[src/rtl/owsel_pkg.sv]
package owsel_pkg;
  localparam int CMD_W = 8;
  localparam logic [CMD_W-1:0] CMD_PLAIN = 8'h55;
  localparam logic [CMD_W-1:0] CMD_OVERDRIVE = 8'h69;

  typedef enum logic {
    ST_IDLE = 1'b0,
    ST_SEND = 1'b1
  } owsel_state_e;
endpackage

[src/rtl/owsel_frame.sv]
module owsel_frame #(
  parameter int W = 72
) (
  input  logic         clk,
  input  logic         rst_n,
  input  logic         load,
  input  logic [W-1:0] load_val,
  input  logic         shift,
  output logic         lsb
);
  logic [W-1:0] sh_q;

  always_ff @(posedge clk or negedge rst_n) begin
    if (!rst_n) begin
      sh_q <= '0;
    end else if (load) begin
      sh_q <= load_val;
    end else if (shift) begin
      sh_q <= {1'b0, sh_q[W-1:1]};
    end
  end

  assign lsb = sh_q[0];
endmodule

[src/rtl/owsel_ctrl.sv]
module owsel_ctrl
  import owsel_pkg::*;
#(
  parameter int TOTAL = 72
) (
  input  logic clk,
  input  logic rst_n,
  input  logic abort,
  input  logic start,
  input  logic hs,
  output logic load,
  output logic finish,
  output logic busy,
  output logic done
);
  localparam int CW = $clog2(TOTAL);
  localparam logic [CW-1:0] LAST = CW'(TOTAL - 1);

  owsel_state_e state_q;
  logic [CW-1:0] cnt_q;

  assign busy   = (state_q == ST_SEND);
  assign load   = (state_q == ST_IDLE) && start && !abort;
  assign finish = busy && hs && (cnt_q == LAST) && !abort;

  always_ff @(posedge clk or negedge rst_n) begin
    if (!rst_n) begin
      state_q <= ST_IDLE;
      cnt_q   <= '0;
      done    <= 1'b0;
    end else begin
      done <= 1'b0;
      if (abort) begin
        state_q <= ST_IDLE;
        cnt_q   <= '0;
      end else begin
        case (state_q)
          ST_IDLE: begin
            if (start) begin
              state_q <= ST_SEND;
              cnt_q   <= '0;
            end
          end
          ST_SEND: begin
            if (hs) begin
              if (cnt_q == LAST) begin
                state_q <= ST_IDLE;
                done    <= 1'b1;
              end else begin
                cnt_q <= cnt_q + 1'b1;
              end
            end
          end
          default: state_q <= ST_IDLE;
        endcase
      end
    end
  end
endmodule

[src/rtl/owsel_speed.sv]
module owsel_speed (
  input  logic clk,
  input  logic rst_n,
  input  logic clr,
  input  logic set,
  output logic od
);
  always_ff @(posedge clk or negedge rst_n) begin
    if (!rst_n) begin
      od <= 1'b0;
    end else if (clr) begin
      od <= 1'b0;
    end else if (set) begin
      od <= 1'b1;
    end
  end
endmodule

[src/rtl/owsel_rom_select.sv]
module owsel_rom_select
  import owsel_pkg::*;
#(
  parameter int ID_W = 64
) (
  input  logic            clk,
  input  logic            rst_n,
  input  logic            bus_reset,
  input  logic            start,
  input  logic            overdrive,
  input  logic [ID_W-1:0] rom_id,
  output logic            slot_valid,
  input  logic            slot_ready,
  output logic            slot_bit,
  output logic            speed_od,
  output logic            busy,
  output logic            done
);
  localparam int TOTAL = CMD_W + ID_W;

  logic load, finish, hs, od_q;
  logic [CMD_W-1:0] cmd;

  assign cmd        = overdrive ? CMD_OVERDRIVE : CMD_PLAIN;
  assign slot_valid = busy;
  assign hs         = slot_valid && slot_ready;

  always_ff @(posedge clk or negedge rst_n) begin
    if (!rst_n) begin
      od_q <= 1'b0;
    end else if (load) begin
      od_q <= overdrive;
    end
  end

  owsel_ctrl #(.TOTAL(TOTAL)) u_ctrl (
    .clk    (clk),
    .rst_n  (rst_n),
    .abort  (bus_reset),
    .start  (start),
    .hs     (hs),
    .load   (load),
    .finish (finish),
    .busy   (busy),
    .done   (done)
  );

  owsel_frame #(.W(TOTAL)) u_frame (
    .clk      (clk),
    .rst_n    (rst_n),
    .load     (load),
    .load_val ({rom_id, cmd}),
    .shift    (hs),
    .lsb      (slot_bit)
  );

  owsel_speed u_speed (
    .clk   (clk),
    .rst_n (rst_n),
    .clr   (bus_reset),
    .set   (finish && od_q),
    .od    (speed_od)
  );
endmodule

[config.mk]
export PLATFORM = sky130hd
export DESIGN_NAME = owsel_rom_select
export DESIGN_NICKNAME = d
export VERILOG_FILES = /design/src/rtl/owsel_pkg.sv /design/src/rtl/owsel_frame.sv /design/src/rtl/owsel_ctrl.sv /design/src/rtl/owsel_speed.sv /design/src/rtl/owsel_rom_select.sv
export SDC_FILE = /design/constraint.sdc
export NUM_CORES = 1
export LEC_CHECK = 0
export ABC_AREA = 0
export CAP_MARGIN = 25
export CORE_ASPECT_RATIO = 1.75
export CORE_MARGIN = 10
export CORE_UTILIZATION = 55
export DETAILED_ROUTE_END_ITERATION = 8
export GPL_TIMING_DRIVEN = 0
export HOLD_SLACK_MARGIN = 0.05
export PLACE_DENSITY_LB_ADDON = 0.15
export SLEW_MARGIN = 20
export SYNTH_ARGS = -nofsm -noshare
export SYNTH_HDL_FRONTEND = slang
export SYNTH_SLANG_ARGS = --single-unit
[constraint.sdc]
create_clock -name clk -period 3.1 [get_ports clk]
set_input_delay 0.31 -clock clk [delete_from_list [all_inputs] [get_ports clk]]
set_output_delay 0.31 -clock clk [all_outputs]
set_load 0.01 [all_outputs]
==> metrics.md <==
| Metric | Value |
|---|---|
| Placement Cell Area | 4650 µm² |
| Post-route cell area | 4980 µm² |
| Worst-path clk slew | roughly 60 ps |
| DRC violations left | 0 |
| HP Class | reg -> reg |
| Initial antenna violation count | 0 |
| Static leakage | 0.00224 µW |
| GRT Total Usage | 0.188 |
| Mapped Avg Cell Area | 8.56 µm² |
| Fin crit period | 1970 ps |
| Die Y | ~130 µm |
| Final Max Tran Viols | 0 |
| CTS Buf Count | 9 |
| Post-route ant nets | 0 |
| Core area | 6810 µm² |
| Clk_lat worst skew | approximately 340 ps |
| Startpoint Class | input port |
| Largest area contributor in the netlist | dfrtp_1 |
| Die Wd | a little over 80 µm |
| RSZ-0062 raised after global routing | false |
| Kind of critical path | in -> reg |
| Post-cts sizing count | 0 |
| Port-buffer cells | 74 |
| Post-Layout Cell Count | 618 |
| Iteration count of the initial detailed-routing pass | 4 |
| GRT overflow | 0 |
| TritonCTS clock tree | done |
| Endpoint class of the critical path | flop |
| Vias in the first global route | 3590 |
| Fin Clk Skew | 8.48 ps |
| Placed Instances | ~600 |
| DP HPWL | a little under 7 mm |
| Layout Nets | 600 |
| Sequential share of the synthesized area | 0.549 |
| Post-layout power | around 3000 µW |
| Final hold viol count | 0 |
| Synthesized area | 3780 µm² |
| Area Growth Syn to Fin | 31.5% |
| Most used cell, CP | buf_2 |
| GP Congestion | 0.876 |
| Fillers | 546 |
| Critical path's slowest cell | clkdlybuf4s50_1 |
| Share of cells above drive strength 1 | 0.0824 |
| Final worst path period share | 0.636 |
| Largest net degree at the start of global routing | between 40 and 50 |
| Power per Cell Area | 602 nW/µm² |
| First-pass GRT wire length | about 16 mm |
| Worst path max stage delay | 620 ps |
| Clock sinks | 83 |
| Total die area | 10700 µm² |
| Via Count | 3422 |
| YS warnings | 0 |
| Cells after synthesis | 442 |
| Starting density of the core | 0.556 |
| Vias per inst | 5.54 |
| Worst Path Max Fanout | 10 |
| Final setup vio count | 0 |
| Row Count | 40 |
| Crit path cell chain | clkdlybuf4s50_1 -> inv_1 -> nand3_1 -> buf_2 -> buf_2 -> a31oi_1 |
| # IOs | 75 |
| Measured slew at the worst slew-check pin | between 500 and 600 ps |
| Status | finished, final reports clean |
| Layout Utilization | 0.731 |
| Critical Path AT | 2170 ps |
| DR WL/cell | 15.6 µm |
| Post-synth top area share | 0.549 |
| Number of max-cap violations | 0 |
| Peak supply drop | 0.000404 V |
| CTS H-tree lvls | 3 |
| Starting DRT DRC Count | 249 |
| Worst relative slew slack | 0.623 |
| Largest cells by area after synthesis | dfrtp_1 55%, nand2_1 15%, a31oi_1 11% |
| Yosys reg bits | 83 |
| Critical Path RT | 3300 ps |
| Post-CTS Setup Repair Bufs | 0 |
| Syn nets | 513 |
| Final wirelength | 9.65 mm |
| Root Buffer | clkbuf_16 |
| FMAX | 508 MHz |
| Cell variety after synth | 29 |
| Clock tree buffer depth | 2 |
| Antenna Cells | 0 |
==> cell usage after synthesis <==
master / instances
and3_2: 1
nand2_4: 1
or4b_4: 1
a31oi_1: 67
o21ai_0: 1
nor4_1: 1
a21oi_1: 7
a221oi_4: 1
o2111a_2: 1
buf_4: 2
inv_1: 3
nand3_1: 6
a32o_1: 1
ha_1: 1
nand4_1: 1
dfrtp_1: 83
buf_2: 19
nor2_1: 68
nand2_1: 150
nand2b_1: 1
a41o_1: 1
clkbuf_1: 10
nor3_1: 2
and2_1: 2
a2111oi_2: 1
and3_1: 3
mux2i_1: 4
a21o_1: 2
a22oi_1: 1
==> final cells by class <==
type                            count  area (µm²)  area share
Buffer                             31         148      0.0297
Clock buffer                       10         229      0.0460
Clock inverter                      6        88.8      0.0179
Inverter                            3        11.3     0.00226
Multi-Input combinational cell    325        1550       0.311
Sequential cell                    83        2080       0.417
Tap cell                           84         105      0.0211
Timing Repair Buffer               76         768       0.154
==> logic make-up after synthesis <==
group / share of synthesized area
and+or+nand+nor: 0.249
AOI/OAI and AO/OA: 0.147
DFF: 0.549
buffers and inverters: 0.0420
muxes: 0.0106
adders and majority gates: 0.00331
==> power breakdown <==
group	leakage (µW)	internal, µW	switching [µW]
Combinational	0.00110	234	235
Sequential	0.000989	1280	114
Clock	0.000149	707	427
Total	0.00224	2220	776
==> sequential cells by signal, indices dropped and copies added, names as in the netlist <==
name	cells
u_frame.sh_q	72
u_ctrl.busy	1
u_speed.od	1
u_ctrl.done	1
u_ctrl.cnt_q	7
od_q	1
==> per-stage QoR <==
step           worst slack (ps)  setup TNS, ps  hold slack, ps
2_1_floorplan              1580              0            14.4
3_3_place_gp              -1210        -100120             453
3_5_place_dp                795              0             340
4_1_cts                    1130              0             485
5_1_grt                     993              0             499
6_report                   1130              0             477
==> placed cells by master (no fill, tap or decap), drive strengths merged, types with 4 or more instances in the layout <==
| cell | synthesis | layout |
|---|---|---|
| dfrtp | 83 | 83 |
| buf | 21 | 23 |
| nand3 | 6 | 6 |
| clkdlybuf4s50 | 0 | 73 |
| inv | 3 | 4 |
| mux2i | 4 | 4 |
| and3 | 4 | 4 |
| nor2 | 68 | 68 |
| nand2 | 151 | 151 |
| clkbuf | 10 | 20 |
| a31oi | 67 | 67 |
| a21oi | 7 | 7 |
==> worst max-delay path: cells and delay by family <==
| family | cells | cell delay (ps) |
|---|---|---|
| AO/OA/AOI/OAI | 1 | 120 |
| buffers and inverters | 4 | 1350 |
| AND/OR/NAND/NOR | 1 | 380 |
==> path summary, 6_finish.rpt <==
| kind | start | endpoint | slack (ps) | cells after the start |
|---|---|---|---|---|
| max | bus_reset | u_frame.sh_q[33] | 1130 | 6 |
| min | u_ctrl.cnt_q[6] | u_ctrl.cnt_q[6] | 480 | 1 |
| max in group asynchronous | rst_n | u_frame.sh_q[51] | 1970 | 3 |
| min in group asynchronous | rst_n | u_frame.sh_q[30] | 510 | 2 |
| max reg2reg | u_ctrl.busy | u_frame.sh_q[33] | 1250 | 5 |
| min reg2reg | u_ctrl.cnt_q[6] | u_ctrl.cnt_q[6] | 480 | 1 |
==> repair_timing <==
item                       in CTS  in global routing
hold buffers                    1                  0
setup endpoints to repair       0                  0
hold endpoints to repair       41                  0
==> per-layer routing <==
layer	share of wire	wire length [µm]	track usage	vias up
met5	0	0	0	-
met4	0.015	147	0.0663	0
met3	0.055	530	0.0461	13
met2	0.54	5220	0.331	88
met1	0.39	3750	0.209	1659
li1	-	-	-	1662
(Power assumes the default switching activity.)
